===== src/rtl/rsd_pkg.sv =====
package rsd_pkg;
  typedef enum logic [1:0] {
    RES_OK  = 2'd0,
    RES_FIX = 2'd1,
    RES_BAD = 2'd2
  } res_e;
endpackage


===== src/rtl/rsd_rtz_sink.sv =====
module rsd_rtz_sink #(
  parameter int W = 5
) (
  input  logic         clk,
  input  logic         rst,
  input  logic [W-1:0] word_i,
  output logic         ack_o,
  output logic         take_o
);
  logic ack_q;
  logic busy;

  assign busy   = |word_i;
  assign take_o = !ack_q && busy;
  assign ack_o  = ack_q;

  always_ff @(posedge clk) begin
    if (rst) begin
      ack_q <= 1'b0;
    end else if (!ack_q && busy) begin
      ack_q <= 1'b1;
    end else if (ack_q && !busy) begin
      ack_q <= 1'b0;
    end
  end

  AST_TAKE_ONLY_IDLE: assert property (@(posedge clk) disable iff (rst)
    take_o |-> !ack_o);
endmodule


===== src/rtl/rsd_classify.sv =====
module rsd_classify
  import rsd_pkg::*;
#(
  parameter int SYM_W = 4
) (
  input  logic [SYM_W:0]   word_i,
  input  logic [SYM_W-1:0] hist_i,
  output res_e             res_o,
  output logic [SYM_W-1:0] sym_o
);
  localparam int W  = SYM_W + 1;
  localparam int CW = $clog2(W + 1);

  logic [SYM_W-1:0] lo;
  logic             rep;
  logic [CW-1:0]    cnt;
  logic             hit;

  assign lo  = word_i[SYM_W-1:0];
  assign rep = word_i[SYM_W];
  assign hit = |(lo & hist_i);

  always_comb begin
    cnt = '0;
    for (int i = 0; i < W; i++) begin
      cnt = cnt + CW'(word_i[i]);
    end
  end

  always_comb begin
    res_o = RES_BAD;
    sym_o = hist_i;
    if (cnt == CW'(2)) begin
      if (rep) begin
        if (lo == hist_i) begin
          res_o = RES_OK;
          sym_o = hist_i;
        end
      end else if (hit) begin
        res_o = RES_OK;
        sym_o = lo & ~hist_i;
      end
    end else if (cnt == CW'(1)) begin
      res_o = RES_FIX;
      if (rep || hit) begin
        sym_o = hist_i;
      end else begin
        sym_o = lo;
      end
    end
  end
endmodule


===== src/rtl/rsd_history.sv =====
module rsd_history
  import rsd_pkg::*;
#(
  parameter int SYM_W = 4
) (
  input  logic             clk,
  input  logic             rst,
  input  logic             take_i,
  input  res_e             res_i,
  input  logic [SYM_W-1:0] sym_i,
  output logic [SYM_W-1:0] hist_o,
  output logic             vld_o,
  output logic             err_o,
  output logic             cor_o
);
  localparam logic [SYM_W-1:0] HIST_INIT = SYM_W'(1);

  logic [SYM_W-1:0] hist_q;
  logic             vld_q, err_q, cor_q;

  always_ff @(posedge clk) begin
    if (rst) begin
      hist_q <= HIST_INIT;
      vld_q  <= 1'b0;
      err_q  <= 1'b0;
      cor_q  <= 1'b0;
    end else begin
      vld_q <= take_i && (res_i != RES_BAD);
      err_q <= take_i && (res_i == RES_BAD);
      cor_q <= take_i && (res_i == RES_FIX);
      if (take_i && (res_i != RES_BAD)) begin
        hist_q <= sym_i;
      end
    end
  end

  assign hist_o = hist_q;
  assign vld_o  = vld_q;
  assign err_o  = err_q;
  assign cor_o  = cor_q;

  AST_DATA_ONEHOT: assert property (@(posedge clk) disable iff (rst)
    $countones(hist_o) == 1);
  AST_HOLD_ON_ERR: assert property (@(posedge clk) disable iff (rst)
    err_o |-> $stable(hist_o));
  AST_QUIET_DATA: assert property (@(posedge clk) disable iff (rst)
    !vld_o |-> $stable(hist_o));
  AST_STROBE_EXCL: assert property (@(posedge clk) disable iff (rst)
    $onehot0({vld_o, err_o}));
  AST_CORR_WITH_VALID: assert property (@(posedge clk) disable iff (rst)
    cor_o |-> vld_o);
endmodule


===== src/rtl/redund_sym_decoder.sv =====
module redund_sym_decoder
  import rsd_pkg::*;
#(
  parameter int SYM_W = 4
) (
  input  logic             clk,
  input  logic             rst,
  input  logic [SYM_W:0]   in_word,
  output logic             in_ack,
  output logic [SYM_W-1:0] dec_data,
  output logic             dec_valid,
  output logic             err_flag,
  output logic             corr_flag
);
  localparam int W = SYM_W + 1;

  logic             take;
  res_e             res;
  logic [SYM_W-1:0] sym;
  logic [SYM_W-1:0] hist;

  rsd_rtz_sink #(.W(W)) u_sink (
    .clk    (clk),
    .rst    (rst),
    .word_i (in_word),
    .ack_o  (in_ack),
    .take_o (take)
  );

  rsd_classify #(.SYM_W(SYM_W)) u_cls (
    .word_i (in_word),
    .hist_i (hist),
    .res_o  (res),
    .sym_o  (sym)
  );

  rsd_history #(.SYM_W(SYM_W)) u_hist (
    .clk    (clk),
    .rst    (rst),
    .take_i (take),
    .res_i  (res),
    .sym_i  (sym),
    .hist_o (hist),
    .vld_o  (dec_valid),
    .err_o  (err_flag),
    .cor_o  (corr_flag)
  );

  assign dec_data = hist;

  AST_STROBE_ON_ACK_RISE: assert property (@(posedge clk) disable iff (rst)
    (dec_valid || err_flag) |-> $rose(in_ack));
  AST_ACK_RISE_HAS_STROBE: assert property (@(posedge clk) disable iff (rst)
    $rose(in_ack) |-> (dec_valid || err_flag));
endmodule


===== config.mk =====
export PLATFORM = sky130hd
export DESIGN_NAME = redund_sym_decoder
export DESIGN_NICKNAME = d
export VERILOG_FILES = /design/src/rtl/rsd_pkg.sv /design/src/rtl/rsd_rtz_sink.sv /design/src/rtl/rsd_classify.sv /design/src/rtl/rsd_history.sv /design/src/rtl/redund_sym_decoder.sv
export SDC_FILE = /design/constraint.sdc
export NUM_CORES = 1
export LEC_CHECK = 0
export CORE_MARGIN = 4
export CORE_UTILIZATION = 52
export CTS_CLUSTER_DIAMETER = 50
export CTS_CLUSTER_SIZE = 16
export DETAILED_ROUTE_END_ITERATION = 6
export PLACE_DENSITY = 0.82
export SKIP_LAST_GASP = 1
export SLEW_MARGIN = 40
export SYNTH_ARGS = -nofsm -noshare
export SYNTH_HDL_FRONTEND = slang
export SYNTH_SLANG_ARGS = --single-unit

===== constraint.sdc =====
create_clock -name clk -period 7.6 [get_ports clk]
set_input_delay 1.52 -clock clk [delete_from_list [all_inputs] [get_ports clk]]
set_output_delay 1.52 -clock clk [all_outputs]
set_load 0.005 [all_outputs]

==> results.sh, run 1 <==
export IMPL_min_delay_path_depth=2
export IMPL_pwr_share_comb_pct=42.5
export IMPL_htreeDepth=1
export IMPL_synth_edf_count=0
export IMPL_critPathLaunchType="primary input"
export IMPL_final_setup_tns_ns=0
export IMPL_syn_to_final_growth_pct=24.9
export IMPL_ctsResizeCount=0
export IMPL_worstPathMaxFanout=7
export IMPL_slew_headroom_pct=73.6
export IMPL_fin_crit_sh_pct=60.7
export IMPL_cp_end_kind="flop"
export IMPL_reg2regPathDepth=5
export IMPL_rrSetupSlack_ns=5.83
export IMPL_dp_cells=96
export IMPL_hold_start="u_sink.ack_o"
export IMPL_maxCapViolCount=0
export IMPL_p_leak_nw=0.400
export IMPL_p_per_area_nw_per_um2=170
export IMPL_synth_top_area_share_pct=23.6
export IMPL_yosysTopAreaCell="dfxtp_1"
export IMPL_routed_via_count=495
export IMPL_cts_hold_buf=0
export IMPL_critical_path_arrival_ns=4.75
export IMPL_place_congestion=0.722
export IMPL_place_port_buffers=14
export IMPL_async_reset_ff_share_pct=0
export IMPL_holdPathEnd="u_sink.ack_o"
export IMPL_clkTransAtPathRegs_ns=0.05
export IMPL_syn_area_sq_um=678
export IMPL_place_area_sq_um=825
export IMPL_grt_pass1_wl_um=1890
export IMPL_yosysSeqAreaShare_pct=23.6
export IMPL_finish_instance_area_sq_um=847
export IMPL_die_w_um=44.1
export IMPL_maxSlewViolCount=0
export IMPL_antenna_found_initial=0
export IMPL_globalRouteOverflowTotal=0
export IMPL_final_min_clock_period_ns=4.61
export IMPL_cts_setup_buffers=0
export IMPL_globalRouteTotalUtil_pct=13.3
export IMPL_synth_nets=90
export IMPL_finalSetupViolations=0
export IMPL_r2r_start="u_hist.hist_o[1]"
export IMPL_status="finished, final reports clean"
export IMPL_row_count=12
export IMPL_fin_hold_ws_ns=0.539
export IMPL_drt_pass1_iterations=4
export IMPL_fp_dieArea_sq_um=1950
export IMPL_power_switching_mw=0.0449
export IMPL_total_power_mw=0.144
export IMPL_die_h_um=44.1
export IMPL_skew_ns=0.00872
export IMPL_drt_iter0_drc=5
export IMPL_ys_ff_latch=8
export IMPL_drc=0
export IMPL_critPathKind="primary input to flop"
export IMPL_final_cells=99
export IMPL_wirelength_um=1140
export IMPL_initial_core_util_pct=57.9
export IMPL_max_freq_mhz=217
export IMPL_setup_ws_ns=2.99
export IMPL_cts_root_buf="clkbuf_4"
export IMPL_grt_pass1_vias=475
export IMPL_clk_latency_ns=0.26
export IMPL_synth_commonest_cells="inv_1 (13), ha_1 (12), nor2_1 (11)"
export IMPL_clk_path_buf_depth=2
export IMPL_worst_pin_slew_ns=0.395
export IMPL_synthFlopType="dfxtp_1"
export IMPL_clock_sinks=8
export IMPL_fin_util_pct=72.3
export IMPL_pwr_share_seq_pct=34.4
export IMPL_swShare_pct=31.2
export IMPL_final_hold_viol_count=0
export IMPL_rsz0062_at_grt="false"
export IMPL_antenna_cells=0
export IMPL_internal_power_mw=0.0989
export IMPL_avgSynthCellArea_sq_um=9.83
export IMPL_ant_nets=0
export IMPL_nets=108
export IMPL_vdd_drop_max_v=0.0000891
export IMPL_crit_required_ns=7.74
export IMPL_drive_above_1_share_pct=12.9
export IMPL_cts_made_buffers=3
export IMPL_dp_hpwl_um=918
export IMPL_holdCritPathClass="flop to flop"
export IMPL_synthMostInstantiatedCell="inv_1"
export IMPL_core_area_sq_um=1170
export IMPL_post_place_ws_ns=2.70
export IMPL_cts_tree="yes"
export IMPL_grt_start_max_net_pins=11
export IMPL_rr_endpoint="u_hist.hist_o[2]"
export IMPL_yosys_warnings=0
export IMPL_ioPinCount=15
export IMPL_yosys_top_cells_area="dfxtp_1 (24%), ha_1 (22%), mux2_4 (8.9%)"
export IMPL_postSynthCellCount=69
export IMPL_pwr_share_clk_pct=23.1
export IMPL_drt_wirelength_per_cell_um=11.5
export IMPL_avgViaCountPerCell=5.00
export IMPL_ys_types=19
## critical path, cell delays in order
cell and delay (ns):
clkdlybuf4s50_1 0.55, inv_1 0.07, ha_1 0.28, inv_1 0.05
fa_1 0.48, inv_1 0.04, ha_1 0.16, inv_1 0.06
fa_1 0.45, nor3b_4 0.41, mux2_4 0.24, nand3_4 0.12
mux2_4 0.32
## power by group through the flow
stage | Sequential (mW) | Clock (mW) | Combinational, mW
2_1_floorplan | 0.0508 | 0 | 0.0416
3_3_place_gp | 0.0503 | 0 | 0.0604
3_5_place_dp | 0.0504 | 0 | 0.0615
4_1_cts | 0.0497 | 0.0346 | 0.0618
5_1_grt | 0.0501 | 0.0359 | 0.0675
6_report | 0.0495 | 0.0332 | 0.0611
## sequential cells by signal (all words and copies together), names as in the netlist
register	cells
u_sink.ack_o	1
u_hist.hist_o	4
u_hist.vld_o	1
u_hist.err_o	1
u_hist.cor_o	1
## cell type report
cell class / instances / area, sq um
Clock buffer: 3 / 22.5
Fill cell: 92 / 324
Inverter: 13 / 48.8
Multi-Input combinational cell: 47 / 458
Sequential cell: 8 / 160
Tap cell: 14 / 17.5
Timing Repair Buffer: 14 / 140
## layout by cell type, fill, tap and decap left out
| cell type | n |
|---|---|
| mux2i_1 | 5 |
| nor4_4 | 1 |
| ha_1 | 12 |
| nand2b_1 | 1 |
| dfxtp_1 | 8 |
| nand3_1 | 2 |
| fa_1 | 2 |
| o22ai_1 | 1 |
| clkdlybuf4s50_1 | 14 |
| a21oi_1 | 1 |
| mux2_4 | 4 |
| and3_2 | 1 |
| nand2_1 | 1 |
| inv_1 | 13 |
| nor2_1 | 11 |
| a211oi_1 | 1 |
| nor2b_1 | 2 |
| nor3b_4 | 1 |
| nand3_4 | 1 |
| clkbuf_4 | 3 |
## layer usage
metal	vias to the layer above	wire length [um]	share of wire, %	GRT usage [%]
met5	-	0	0	0
met4	0	0	0	1.81
met3	0	88	7.7	6.50
met2	16	549	48	22.7
met1	224	499	44	15.2
li1	255	-	-	-
## cells by family (layout without fill, tap and decap cells)
logic type	after synthesis	in the layout	share of synthesized area [%]
and+or+nand+nor	21	21	20.5
DFF	8	8	23.6
muxes	9	9	16.2
adders and majority gates	14	14	28.0
AOI/OAI and AO/OA	3	3	2.77
buffers and inverters	14	30	8.86
## worst max path at each step
stage	from	end	slack (ns)	depth (start not counted)
2_1_floorplan	in_word[0]	u_hist.hist_o[1]	3.49	12
3_3_place_gp	in_word[1]	u_hist.hist_o[1]	2.74	13
3_5_place_dp	in_word[1]	u_hist.hist_o[2]	2.70	13
4_1_cts	in_word[1]	u_hist.hist_o[2]	2.97	13
5_1_grt	in_word[1]	u_hist.hist_o[2]	2.85	13
6_report	in_word[1]	u_hist.hist_o[2]	2.99	13
No activity file was read; power rests on OpenSTA's default activity.
==> inputs of run 2 (changes only) <==
--- a/config.mk
+++ b/config.mk
@@ -6,11 +6,11 @@
 export NUM_CORES = 1
 export LEC_CHECK = 0
 export CORE_MARGIN = 4
-export CORE_UTILIZATION = 52
+export CORE_UTILIZATION = 48
 export CTS_CLUSTER_DIAMETER = 50
 export CTS_CLUSTER_SIZE = 16
 export DETAILED_ROUTE_END_ITERATION = 6
-export PLACE_DENSITY = 0.82
+export PLACE_DENSITY = 0.76
 export SKIP_LAST_GASP = 1
 export SLEW_MARGIN = 40
 export SYNTH_ARGS = -nofsm -noshare
==> constraint.sdc (replaced) <==
create_clock -name clk -period 4.4 [get_ports clk]
set_input_delay 0.88 -clock clk [delete_from_list [all_inputs] [get_ports clk]]
set_output_delay 0.88 -clock clk [all_outputs]
set_load 0.005 [all_outputs]
==> run 2 against run 1 <==
Effect of this change:
- first-iteration DRC count stayed put
- largest cell class unchanged
- via count increased by 1.8%
- total power is 74% higher
- sequential share of layout area shrank 0.19 points
- flip-flop and latch count stayed put
- clock skew is 0.00090 ns lower
- highest routed layer is now met4
- setup slack worse by 2.5 ns
- global-route usage rose by 1.0 points
- largest power group unchanged
- register-to-register slack got worse by 3.2 ns
- combinational power up 82%
- wire length increased by 6.9%
- critical path depth grew 1
==> results.sh, run 2 (same netlist as run 1, synthesis figures left out) <==
export IMPL_cts_root_buf="clkbuf_4"
export IMPL_maxSlewViolCount=0
export IMPL_fin_crit_sh_pct=88.9
export IMPL_crit_chain="clkdlybuf4s50_1 > inv_1 > ha_1 > inv_1 > fa_1 > inv_1 > ha_1 > inv_1 > fa_1 > nor3b_4 > buf_4 > mux2i_1 > nor2_1 > mux2_4"
export IMPL_critPathTopFamily="adder cells"
export IMPL_layout_cells_most_common_list="clkdlybuf4s50_1 (14), inv_1 (13), ha_1 (12)"
export IMPL_globalRouteTotalUtil_pct=14.3
export IMPL_maxCapViolCount=0
export IMPL_cp_end_kind="flop"
export IMPL_dr_wl_met3_um=81
export IMPL_critPathLaunchType="primary input"
export IMPL_ioPinCount=15
export IMPL_place_congestion=0.809
export IMPL_highest_layer="met4"
export IMPL_critical_path_arrival_ns=4.06
export IMPL_crit_path_frequent_cell="inv_1"
export IMPL_syn_to_final_growth_pct=26.2
export IMPL_grt_pass1_vias=498
export IMPL_slew_headroom_pct=74.2
export IMPL_die_h_um=45.6
export IMPL_globalRouteOverflowTotal=0
export IMPL_wirelength_met1_um=517
export IMPL_finish_instance_area_sq_um=856
export IMPL_ctsResizeCount=0
export IMPL_fin_hold_ws_ns=0.521
export IMPL_ant_nets=0
export IMPL_drc=0
export IMPL_skew_ns=0.00781
export IMPL_clock_sinks=8
export IMPL_clk_path_buf_depth=2
export IMPL_crit_slowest_cell="clkdlybuf4s50_1"
export IMPL_fp_dieArea_sq_um=2080
export IMPL_setup_ws_ns=0.487
export IMPL_worst_pin_slew_ns=0.386
export IMPL_cts_made_buffers=3
export IMPL_drt_wirelength_per_cell_um=12.0
export IMPL_antenna_cells=0
export IMPL_vdd_drop_max_v=0.000151
export IMPL_htreeDepth=1
export IMPL_wirelength_um=1220
export IMPL_clk_latency_ns=0.26
export IMPL_final_hold_viol_count=0
export IMPL_post_place_ws_ns=0.219
export IMPL_drt_pass1_iterations=6
export IMPL_nets=109
export IMPL_die_w_um=45.6
export IMPL_antenna_found_initial=0
export IMPL_place_area_sq_um=833
export IMPL_cts_setup_buffers=0
export IMPL_place_port_buffers=14
export IMPL_avgViaCountPerCell=4.99
export IMPL_cts_tree="yes"
export IMPL_clkTransAtPathRegs_ns=0.05
export IMPL_dr_wl_met2_um=596
export IMPL_dp_hpwl_um=1010
export IMPL_largest_register_ffs=4
export IMPL_status="finished, final reports clean"
export IMPL_routed_via_count=504
export IMPL_fin_util_pct=65.0
export IMPL_p_per_area_nw_per_um2=293
export IMPL_total_power_mw=0.251
export IMPL_final_common_cell="clkdlybuf4s50_1"
export IMPL_cts_hold_buf=0
export IMPL_grt_pass1_wl_um=2050
export IMPL_finalSetupViolations=0
export IMPL_drive_above_1_share_pct=14.0
export IMPL_dp_cells=98
export IMPL_final_cells=101
export IMPL_row_count=13
export IMPL_final_setup_tns_ns=0
export IMPL_worstPathMaxFanout=5
export IMPL_final_min_clock_period_ns=3.91
export IMPL_cp_slowest_stage_delay_ns=0.57
export IMPL_initial_core_util_pct=51.5
export IMPL_holdCritPathClass="flop to flop"
export IMPL_crit_buf_inv=6
export IMPL_max_freq_mhz=256
export IMPL_p_leak_nw=0.405
export IMPL_core_area_sq_um=1320
export IMPL_grt_start_max_net_pins=11
export IMPL_drt_iter0_drc=5
export IMPL_rsz0062_at_grt="false"
export IMPL_critPathKind="primary input to flop"
export IMPL_crit_required_ns=4.55
-- run 2: layer usage --
layer | up-vias | global-route usage [%]
li1 | 256 | -
met1 | 230 | 14.8
met2 | 14 | 24.2
met3 | 4 | 6.32
met4 | 0 | 7.02
met5 | - | 0
-- run 2: final timing paths --
path / startpoint / end / slack, ns / cells after the start
hold / removal: u_sink.ack_o / u_sink.ack_o / 0.52 / 2
hold reg to reg: u_sink.ack_o / u_sink.ack_o / 0.52 / 2
setup / recovery: in_word[1] / u_hist.hist_o[3] / 0.49 / 14
setup reg to reg: u_hist.hist_o[1] / u_hist.hist_o[1] / 2.64 / 5
-- run 2: worst min-delay path: stages, from the launching register on --
cell	delay (ns)
dfxtp_1	0.34
mux2i_1	0.08
nor2_1	0.07
-- run 2: final cells by class --
class | count | area [sq um]
Timing Repair Buffer | 15 | 148
Inverter | 13 | 48.8
Clock buffer | 3 | 22.5
Multi-Input combinational cell | 47 | 458
Fill cell | 104 | 462
Tap cell | 15 | 18.8
Sequential cell | 8 | 160
-- run 2: power by group --
part	internal [mW]	switching, mW
Combinational	0.0614	0.0494
Sequential	0.0812	0.00404
Clock	0.0311	0.0237
==> inputs of run 3 (changes only) <==
--- a/config.mk
+++ b/config.mk
@@ -7,7 +7,7 @@
 export LEC_CHECK = 0
 export CORE_MARGIN = 4
 export CORE_UTILIZATION = 48
-export CTS_CLUSTER_DIAMETER = 50
+export CTS_CLUSTER_DIAMETER = 30
 export CTS_CLUSTER_SIZE = 16
 export DETAILED_ROUTE_END_ITERATION = 6
 export PLACE_DENSITY = 0.76
==> results of run 3 <==
No change in the layout: final DEF, timing and power equal those of run 2.
